$ cat config.mk
export PLATFORM = sky130hd
export DESIGN_NAME = dac_wr_seq
export DESIGN_NICKNAME = d
export VERILOG_FILES = /design/src/rtl/dac_wr_pkg.sv /design/src/rtl/dac_phase_timer.sv /design/src/rtl/dac_wr_ctrl.sv /design/src/rtl/dac_pin_drive.sv /design/src/rtl/dac_wr_seq.sv
export SDC_FILE = /design/constraint.sdc
export NUM_CORES = 1
export LEC_CHECK = 0
export BUFFER_PORTS_ARGS = -buffer_cell sky130_fd_sc_hd__buf_2
export CAP_MARGIN = 5
export CORE_UTILIZATION = 24
export DETAILED_ROUTE_END_ITERATION = 8
export GPL_TIMING_DRIVEN = 0
export PLACE_DENSITY = 0.37
export SYNTH_ARGS = -nofsm -noshare
export SYNTH_HDL_FRONTEND = slang
export SYNTH_SLANG_ARGS = --single-unit
$ cat constraint.sdc
create_clock -name clk -period 1.55 [get_ports clk]
set_input_delay 0.3875 -clock clk [delete_from_list [all_inputs] [get_ports clk]]
set_output_delay 0.3875 -clock clk [all_outputs]
set_load 0.005 [all_outputs]
$ cat src/rtl/dac_wr_pkg.sv
`timescale 1ns/1ps
package dac_wr_pkg;

  typedef enum logic [2:0] {
    PH_IDLE,
    PH_WALL,
    PH_WLO,
    PH_GAP,
    PH_WHI,
    PH_LOAD,
    PH_CLR
  } phase_e;

  function automatic int unsigned cyc_ceil(input int unsigned t_ps, input int unsigned clk_ps);
    int unsigned n;
    n = (t_ps + clk_ps - 1) / clk_ps;
    if (n < 1) n = 1;
    return n;
  endfunction

  function automatic int unsigned max2(input int unsigned a, input int unsigned b);
    return (a > b) ? a : b;
  endfunction

endpackage

$ cat src/rtl/dac_phase_timer.sv
`timescale 1ns/1ps
module dac_phase_timer #(
  parameter int unsigned CNT_W = 3
) (
  input  logic             clk,
  input  logic             rst_n,
  input  logic             load,
  input  logic [CNT_W-1:0] load_val,
  output logic             done
);
  logic [CNT_W-1:0] cnt_q, cnt_d;
  logic             cnt_en;

  always_comb begin
    cnt_en = load || (cnt_q != '0);
    cnt_d  = load ? load_val : (cnt_q - 1'b1);
  end

  always_ff @(posedge clk or negedge rst_n) begin
    if (!rst_n)      cnt_q <= '0;
    else if (cnt_en) cnt_q <= cnt_d;
  end

  assign done = (cnt_q == '0);
endmodule

$ cat src/rtl/dac_wr_ctrl.sv
`timescale 1ns/1ps
module dac_wr_ctrl
  import dac_wr_pkg::*;
#(
  parameter int unsigned DATA_W = 12,
  parameter int unsigned CNT_W  = 3,
  parameter int unsigned W_CYC  = 4,
  parameter int unsigned L_CYC  = 4,
  parameter int unsigned C_CYC  = 4
) (
  input  logic              clk,
  input  logic              rst_n,
  input  logic              in_valid,
  input  logic [DATA_W-1:0] in_code,
  input  logic              mode_narrow,
  input  logic              clr_req,
  input  logic              tmr_done,
  output logic              tmr_load,
  output logic [CNT_W-1:0]  tmr_val,
  output phase_e            ph_d,
  output logic [DATA_W-1:0] code_d,
  output logic              in_ready
);
  phase_e            ph_q;
  logic              pend_q, pend_d;
  logic              rdy_q, rdy_d;
  logic [DATA_W-1:0] code_q;
  logic              accept;

  assign accept = in_valid && rdy_q;

  always_comb begin
    ph_d = ph_q;
    unique case (ph_q)
      PH_IDLE: begin
        if (accept)                 ph_d = mode_narrow ? PH_WLO : PH_WALL;
        else if (clr_req || pend_q) ph_d = PH_CLR;
      end
      PH_WALL: if (tmr_done) ph_d = PH_LOAD;
      PH_WLO:  if (tmr_done) ph_d = PH_GAP;
      PH_GAP:  if (tmr_done) ph_d = PH_WHI;
      PH_WHI:  if (tmr_done) ph_d = PH_LOAD;
      PH_LOAD: if (tmr_done) ph_d = PH_IDLE;
      PH_CLR:  if (tmr_done) ph_d = PH_IDLE;
      default: ph_d = PH_IDLE;
    endcase
  end

  always_comb begin
    tmr_load = (ph_d != ph_q);
    unique case (ph_d)
      PH_WALL, PH_WLO, PH_WHI: tmr_val = CNT_W'(W_CYC - 1);
      PH_LOAD:                 tmr_val = CNT_W'(L_CYC - 1);
      PH_CLR:                  tmr_val = CNT_W'(C_CYC - 1);
      default:                 tmr_val = '0;
    endcase
  end

  always_comb begin
    pend_d = (pend_q || clr_req) && (ph_d != PH_CLR);
    rdy_d  = (ph_d == PH_IDLE) && !pend_d;
    code_d = accept ? in_code : code_q;
  end

  always_ff @(posedge clk or negedge rst_n) begin
    if (!rst_n) begin
      ph_q   <= PH_IDLE;
      pend_q <= 1'b0;
      rdy_q  <= 1'b0;
    end else begin
      ph_q   <= ph_d;
      pend_q <= pend_d;
      rdy_q  <= rdy_d;
    end
  end

  always_ff @(posedge clk or negedge rst_n) begin
    if (!rst_n)      code_q <= '0;
    else if (accept) code_q <= in_code;
  end

  assign in_ready = rdy_q;
endmodule

$ cat src/rtl/dac_pin_drive.sv
`timescale 1ns/1ps
module dac_pin_drive
  import dac_wr_pkg::*;
#(
  parameter int unsigned DATA_W = 12,
  parameter int unsigned LO_W   = 8
) (
  input  logic              clk,
  input  logic              rst_n,
  input  phase_e            ph_d,
  input  logic [DATA_W-1:0] code_d,
  output logic [DATA_W-1:0] dac_d,
  output logic              dac_wr_n,
  output logic              dac_cs_lo_n,
  output logic              dac_cs_hi_n,
  output logic              dac_ldac_n,
  output logic              dac_clr_n
);
  localparam int unsigned HI_W = DATA_W - LO_W;

  logic [DATA_W-1:0] lo_field, hi_field, bus_n, bus_q;
  logic wr_n_d, lo_n_d, hi_n_d, ld_n_d, cl_n_d;
  logic wr_q, lo_q, hi_q, ld_q, cl_q;

  always_comb begin
    lo_field           = '0;
    lo_field[LO_W-1:0] = code_d[LO_W-1:0];
    hi_field           = '0;
    hi_field[HI_W-1:0] = code_d[DATA_W-1:LO_W];
  end

  always_comb begin
    wr_n_d = 1'b1;
    lo_n_d = 1'b1;
    hi_n_d = 1'b1;
    ld_n_d = 1'b1;
    cl_n_d = 1'b1;
    bus_n  = bus_q;
    unique case (ph_d)
      PH_IDLE: bus_n = '0;
      PH_CLR: begin
        bus_n  = '0;
        cl_n_d = 1'b0;
      end
      PH_WALL: begin
        wr_n_d = 1'b0;
        lo_n_d = 1'b0;
        hi_n_d = 1'b0;
        bus_n  = code_d;
      end
      PH_WLO: begin
        wr_n_d = 1'b0;
        lo_n_d = 1'b0;
        bus_n  = lo_field;
      end
      PH_WHI: begin
        wr_n_d = 1'b0;
        hi_n_d = 1'b0;
        bus_n  = hi_field;
      end
      PH_LOAD: ld_n_d = 1'b0;
      default: ;
    endcase
  end

  always_ff @(posedge clk or negedge rst_n) begin
    if (!rst_n) begin
      bus_q <= '0;
      wr_q  <= 1'b1;
      lo_q  <= 1'b1;
      hi_q  <= 1'b1;
      ld_q  <= 1'b1;
      cl_q  <= 1'b1;
    end else begin
      bus_q <= bus_n;
      wr_q  <= wr_n_d;
      lo_q  <= lo_n_d;
      hi_q  <= hi_n_d;
      ld_q  <= ld_n_d;
      cl_q  <= cl_n_d;
    end
  end

  assign dac_d       = bus_q;
  assign dac_wr_n    = wr_q;
  assign dac_cs_lo_n = lo_q;
  assign dac_cs_hi_n = hi_q;
  assign dac_ldac_n  = ld_q;
  assign dac_clr_n   = cl_q;
endmodule

$ cat src/rtl/dac_wr_seq.sv
`timescale 1ns/1ps
module dac_wr_seq
  import dac_wr_pkg::*;
#(
  parameter int unsigned DATA_W   = 12,
  parameter int unsigned LO_W     = 8,
  parameter int unsigned SYNC_N   = 2,
  parameter int unsigned CLK_PS   = 10000,
  parameter int unsigned T_WR_PS  = 40000,
  parameter int unsigned T_CS_PS  = 40000,
  parameter int unsigned T_DS_PS  = 40000,
  parameter int unsigned T_LD_PS  = 40000,
  parameter int unsigned T_CLR_PS = 40000
) (
  input  logic              clk,
  input  logic              rst_n,
  input  logic              in_valid,
  output logic              in_ready,
  input  logic [DATA_W-1:0] in_code,
  input  logic              mode_narrow,
  input  logic              clr_req,
  output logic [DATA_W-1:0] dac_d,
  output logic              dac_wr_n,
  output logic              dac_cs_lo_n,
  output logic              dac_cs_hi_n,
  output logic              dac_ldac_n,
  output logic              dac_clr_n
);
  localparam int unsigned W_CYC = max2(max2(cyc_ceil(T_WR_PS, CLK_PS), cyc_ceil(T_CS_PS, CLK_PS)),
                                       cyc_ceil(T_DS_PS, CLK_PS));
  localparam int unsigned L_CYC = cyc_ceil(T_LD_PS, CLK_PS);
  localparam int unsigned C_CYC = cyc_ceil(T_CLR_PS, CLK_PS);
  localparam int unsigned MAX_CYC = max2(max2(W_CYC, L_CYC), C_CYC);
  localparam int unsigned CNT_W = (MAX_CYC > 1) ? $clog2(MAX_CYC) : 1;

  logic [SYNC_N-1:0] sync_q;
  logic              rst_int_n;

  always_ff @(posedge clk or negedge rst_n) begin
    if (!rst_n) sync_q <= '0;
    else        sync_q <= {sync_q[SYNC_N-2:0], 1'b1};
  end
  assign rst_int_n = sync_q[SYNC_N-1];

  phase_e            ph_d;
  logic [DATA_W-1:0] code_d;
  logic              tmr_load, tmr_done;
  logic [CNT_W-1:0]  tmr_val;

  dac_wr_ctrl #(
    .DATA_W(DATA_W), .CNT_W(CNT_W), .W_CYC(W_CYC), .L_CYC(L_CYC), .C_CYC(C_CYC)
  ) ctrl_i (
    .clk(clk), .rst_n(rst_int_n), .in_valid(in_valid), .in_code(in_code),
    .mode_narrow(mode_narrow), .clr_req(clr_req), .tmr_done(tmr_done),
    .tmr_load(tmr_load), .tmr_val(tmr_val), .ph_d(ph_d), .code_d(code_d),
    .in_ready(in_ready)
  );

  dac_phase_timer #(.CNT_W(CNT_W)) tmr_i (
    .clk(clk), .rst_n(rst_int_n), .load(tmr_load), .load_val(tmr_val), .done(tmr_done)
  );

  dac_pin_drive #(.DATA_W(DATA_W), .LO_W(LO_W)) pins_i (
    .clk(clk), .rst_n(rst_int_n), .ph_d(ph_d), .code_d(code_d), .dac_d(dac_d),
    .dac_wr_n(dac_wr_n), .dac_cs_lo_n(dac_cs_lo_n), .dac_cs_hi_n(dac_cs_hi_n),
    .dac_ldac_n(dac_ldac_n), .dac_clr_n(dac_clr_n)
  );
endmodule

# Yosys cells after proc, flatten, opt, wreduce, memory -nomap -nowiden
# Index checks and enable logic that the tools add are counted.
# W data, S select, Z words.
# op_classes
add_sub_neg	1
n_eq_ne	13
mux	17
n_reduce_logical	18
# ops
op	n
$pmux W12 S4	1
$eq A3 B3 Y1 const B	6
$mux W3	6
$pmux W3 S5	1
$mux W12	1
$reduce_or A2 Y1	5
$eq A3 B2 Y1 const B	3
$eq A3 B1 Y1 const B	2
$logic_not A3 Y1	2
$mux W2	3
$mux W1	5
$reduce_or A5 Y1	1
$reduce_bool A4 Y1	1
$logic_and A1 B1 Y1	3
$ne A3 B3 Y1	1
$ne A3 B3 Y1 const B	1
$reduce_or A3 Y1	1
$logic_not A2 Y1	1
$logic_or A1 B1 Y1	2
$reduce_bool A2 Y1	1
$sub A2 B1 Y2 const B	1
$logic_not A1 Y1	1
# word_totals
ff_bits	38
input_bits	17
output_inout_bits	18
word_cells	61

# Logic depth before layout (Yosys ltp)
# logic_depth
ltp_word	8
ltp_mapped	11
depth_no_buf	8

# Hierarchy
# From an unflattened synthesis, not the netlist that was laid out.
# unflattened
hier_cells	165
area_unflattened_um2	1824.2
# by_module_without_submodules
mod	n_inst	cells_per_inst	area_each_um2	seq_area_each_um2
dac_pin_drive	1	90	872.1	431.7
dac_wr_ctrl	1	60	784.5	425.4
dac_phase_timer	1	12	113.9	50.0
dac_wr_seq	1	3	53.8	50.0

# Worst setup path after synthesis
# No wires, ideal clock.
# synth_path
path_type	reg2reg
from	register tmr_i.cnt_q[0]
to	register pins_i.bus_q[6], in the netlist pins_i.dac_d[6]
setup_ps	126
t_arrival_ps	1742
path_slack_ps	-319
stages_incl_launch_ff	9
path_buffers	2
period_less_slack_ps	1869
path_cell_list	dfrtp_1 inv_1 ha_1 buf_2 xnor2_1 a221o_1 clkbuf_1 nor3_1 a311o_1
# synth_between
elab_chain_len	6
word_cells_on_any_way	14
cone_classes	eq/ne (4); mux (6); reduce/logical (4)
# synth_lines
element	line	source
from (decl)	dac_phase_timer.sv:11	logic [CNT_W-1:0] cnt_q, cnt_d;
from (signal assigned)	dac_phase_timer.sv:21	else if (cnt_en) cnt_q <= cnt_d;
$logic_not A2 Y1 (*)	dac_phase_timer.sv:24	assign done = (cnt_q == '0);
$mux W3, on equally long branches	--	
$pmux W3 S5 (*)	dac_wr_ctrl.sv:34	unique case (ph_q)
$eq A3 B3 Y1 / $logic_not A3 Y1 (equally long branches)	dac_pin_drive.sv:39	unique case (ph_d)
$reduce_or A2 Y1 (no source line)	--	
$pmux W12 S4 / $reduce_bool A4 Y1 (equally long branches)	--	
to (signal assigned)	dac_pin_drive.sv:75	bus_q <= bus_n;
to (decl)	dac_pin_drive.sv:21	logic [DATA_W-1:0] lo_field, hi_field, bus_n, bus_q;
# Mark *: on every way between the ends. The rest lies on a longest branch, timed or not.
# A chain may end at the register's enable or synchronous reset.

# Final worst setup path
# layout_path
from	register tmr_i.cnt_q[0]
to	register pins_i.bus_q[7], in the netlist pins_i.dac_d[7]
# Same word-level chain as after synthesis.

==> metrics.cfg <==
[clocking]
cts.clk_slew.worst_paths_ns=0.07
cts_buffers=5
clk-insertion-delay-late_ns=0.29
cts_tree=done
cts_root_buf=clkbuf_8
cts_max_path_buffers=2
cts-htree-levels=2
cts.sinks=38

[logic_synthesis]
avgSynthCellArea_sq_um=10.8
synth_top_cell_area_share_pct=47.2
ys_seq_elements=38
synth_area_leader_cell=dfrtp_1
syn-instance-count=162
synth.distinct_cells=38
syn_nets=180
yosys-top-cells-area=dfrtp_1 (47%), dfstp_2 (7.5%), mux2_2 (5.1%), nor3_1 (3.7%), nand3_1 (3.4%)
synth-seq-area-share_pct=54.7
netlist_area_sq_um=1750
yosys_warnings=0

[sta]
rsz0062_at_grt=true
final.setup_skew_ns=0.00442
setup_tns_ns=-6.09
slew_violations=0
fin_crit_sh_pct=123
period_minus_slack_ns=1.90
fmax_ghz=0.525
setup_viol=24
finalHoldViolCount=0
tightest_slew_ns=0.818
slew_headroom_pct=45.5
fin_ws_ns=-0.354
hold_slack_ns=0.353

[routing]
ant_nets=0
dr.pass1.iters=4
routedWlPerCell_um=15.1
vias=1506
drt_iter0_markers=16
viasPerCell=4.56
routed_wirelength_um=4990
post-route-drc-count=0

[status]
status=complete, but fails checks
failed_checks=negative setup slack

[cells_and_area]
final_cell_area_sq_um=2860
final_nets=251
drive_gt1_share_pct=62.0
diodes=0
fin_cells=330
synthToLayoutAreaGrowth_pct=63.5

[global_routing]
grt_pass1_wl_um=8090
first_global_vias=1586
antenna_found_initial=0
grt_max_degree=37
grt-ovfl-total=0
grt_usage_pct=14.1

[worst_setup_path]
worstSetupPathType=flop to flop
worst_ep_required_time_ns=1.72
crit_path_max_fanout=7
worstSetupStartpointType=flop
reg2regPathDepth=8
cp.arrival_ns=2.08
cp-end-kind=flop

[place]
dpl-instance-area_sq_um=2130
gp_congestion=0.715
placed_cells=292
io_buffers=34
dpl.hpwl_um=3080

[floorplanning]
io_pins=35
die_x_um=87.4
die_h_um=87.4
initial_core_util_pct=25.3
coreArea_sq_um=6910
num_rows=30
die-area_sq_um=7640

[job]
maxCapViolations=0

[power_and_ir_drop]
ir_drop_v=0.000792
power_leakage_uw=0.00128
power.density_nw_per_um2=2380

[min_path]
hold_class=flop to flop
holdPathStages=0

## state kept, by name (all words and copies together) (netlist names)
register / count
ctrl_i.code_q: 12
ctrl_i.in_ready: 1
ctrl_i.pend_q: 1
ctrl_i.ph_q: 3
pins_i.dac_clr_n: 1
pins_i.dac_cs_hi_n: 1
pins_i.dac_cs_lo_n: 1
pins_i.dac_d: 12
pins_i.dac_ldac_n: 1
pins_i.dac_wr_n: 1
sync_q: 2
tmr_i.cnt_q: 2
## logic make-up (layout without fill, tap and decap cells)
family / after synthesis / count (layout) / synth area share [%]
mux: 12 / 12 / 7.43
xor+xnor: 3 / 3 / 1.50
compound gates: 37 / 37 / 14.2
flops: 38 / 38 / 54.7
simple gates: 49 / 49 / 14.4
buf+inv: 21 / 93 / 6.93
fa+ha+maj: 1 / 1 / 0.715
other cells: 1 / 1 / 0.214
## stage by stage
| stage | worst slack (ns) | util, % | power (uW) |
|---|---|---|---|
| 6_report | -0.354 | 41.4 | 6810 |
| 5_1_grt | -0.425 | 41.4 | 7290 |
| 3_3_place_gp | -0.412 | 30.8 | 4020 |
| 2_1_floorplan | -0.203 | - | 3370 |
| 4_1_cts | -0.322 | 37.6 | 6110 |
| 3_5_place_dp | -0.448 | 30.8 | 4060 |
## critical path, cell delays in order (launching register included)
cell and delay, ns:
dfrtp_1 0.37, inv_2 0.05, ha_4 0.16, buf_6 0.13
xnor2_2 0.12, a221o_2 0.46, clkinvlp_4 0.17, nor4_4 0.06
a311o_1 0.27
## worst paths after layout
check / from / to / slack (ns)
setup / recovery: tmr_i.cnt_q[0] / pins_i.dac_d[7] / -0.35
hold / removal: sync_q[0] / sync_q[1] / 0.35
setup reg to reg: tmr_i.cnt_q[0] / pins_i.dac_d[7] / -0.35
hold reg to reg: sync_q[0] / sync_q[1] / 0.35
max in group asynchronous: sync_q[1] / pins_i.dac_d[7] / 0.67
min in group asynchronous: sync_q[1] / ctrl_i.code_q[5] / 0.37
## cells in the mapped netlist, drive strengths merged
| cell | n |
|---|---|
| or2 | 1 |
| clkbuf | 2 |
| nor3 | 14 |
| a221o | 1 |
| a21o | 1 |
| ha | 1 |
| nor2 | 6 |
| a21oi | 11 |
| a32oi | 4 |
| clkinv | 1 |
| o21ai | 7 |
| nand3 | 12 |
| buf | 10 |
| nand2 | 6 |
| nor4 | 4 |
| a311o | 4 |
| dfstp | 5 |
| conb | 1 |
| a22oi | 1 |
| a211oi | 1 |
| mux2i | 4 |
| a31oi | 4 |
| mux2 | 8 |
| dfrtp | 33 |
| nand3b | 2 |
| and2 | 3 |
| nand2b | 1 |
| o211ai | 1 |
| o31a | 1 |
| inv | 8 |
| xnor2 | 3 |
| a211o | 1 |
## per-layer routing
| layer | vias to the layer above | GRT usage [%] | wire [um] |
|---|---|---|---|
| li1 | 729 | - | - |
| met1 | 747 | 18.3 | 2230 |
| met2 | 23 | 23.1 | 2550 |
| met3 | 7 | 3.41 | 154 |
| met4 | 0 | 4.47 | 65 |
| met5 | - | 0 | 0 |
## timing repair
item	CTS	global route
gates resized for setup	43	38
buffers inserted	19	6
endpoints found under the setup margin	24	26
pin swaps	17	14
hold buffers	1	0
gates cloned	2	3
hold endpoints to repair	2	0
## layout make-up
class	instances	area [sq um]
clock inverter	1	30.0
multi-input combinational	103	922
timing repair inverter	2	16.3
sequential	38	958
inverter	9	56.3
clock buffer	7	86.3
fill	711	4040
tap	96	120
buffer	11	170
timing repair buffer	63	503
## where the power goes
| group | total, uW | switching (uW) | internal [uW] |
|---|---|---|---|
| clock network | 883 | 358 | 525 |
| logic | 4310 | 2130 | 2180 |
| registers | 1620 | 193 | 1430 |
| total | 6810 | 2680 | 4130 |
## layout by cell type, fill, tap and decap left out, types with 2 or more instances in the layout
master / Yosys / final
a21oi_1: 11 / 2
a21oi_2: 0 / 8
a311o_1: 4 / 4
a31oi_1: 4 / 4
a32oi_1: 4 / 4
and2_4: 0 / 2
buf_12: 0 / 4
buf_2: 4 / 34
buf_4: 3 / 14
buf_6: 3 / 11
buf_8: 0 / 4
clkbuf_16: 0 / 3
clkbuf_8: 0 / 7
clkinv_4: 0 / 2
dfrtp_1: 33 / 32
dfstp_2: 5 / 5
inv_1: 6 / 4
inv_2: 1 / 2
mux2_2: 8 / 8
mux2i_1: 4 / 2
mux2i_2: 0 / 2
nand2_1: 6 / 2
nand2_2: 0 / 3
nand3_1: 12 / 8
nand3_2: 0 / 3
nand3b_1: 2 / 2
nor2_1: 6 / 4
nor3_1: 13 / 2
nor3_2: 1 / 9
nor3_4: 0 / 3
nor4_1: 4 / 2
nor4_4: 0 / 2
o21ai_0: 5 / 2
o21ai_1: 2 / 2
o21ai_2: 0 / 3
xnor2_1: 3 / 2
No activity file was read; power rests on OpenSTA's default activity.
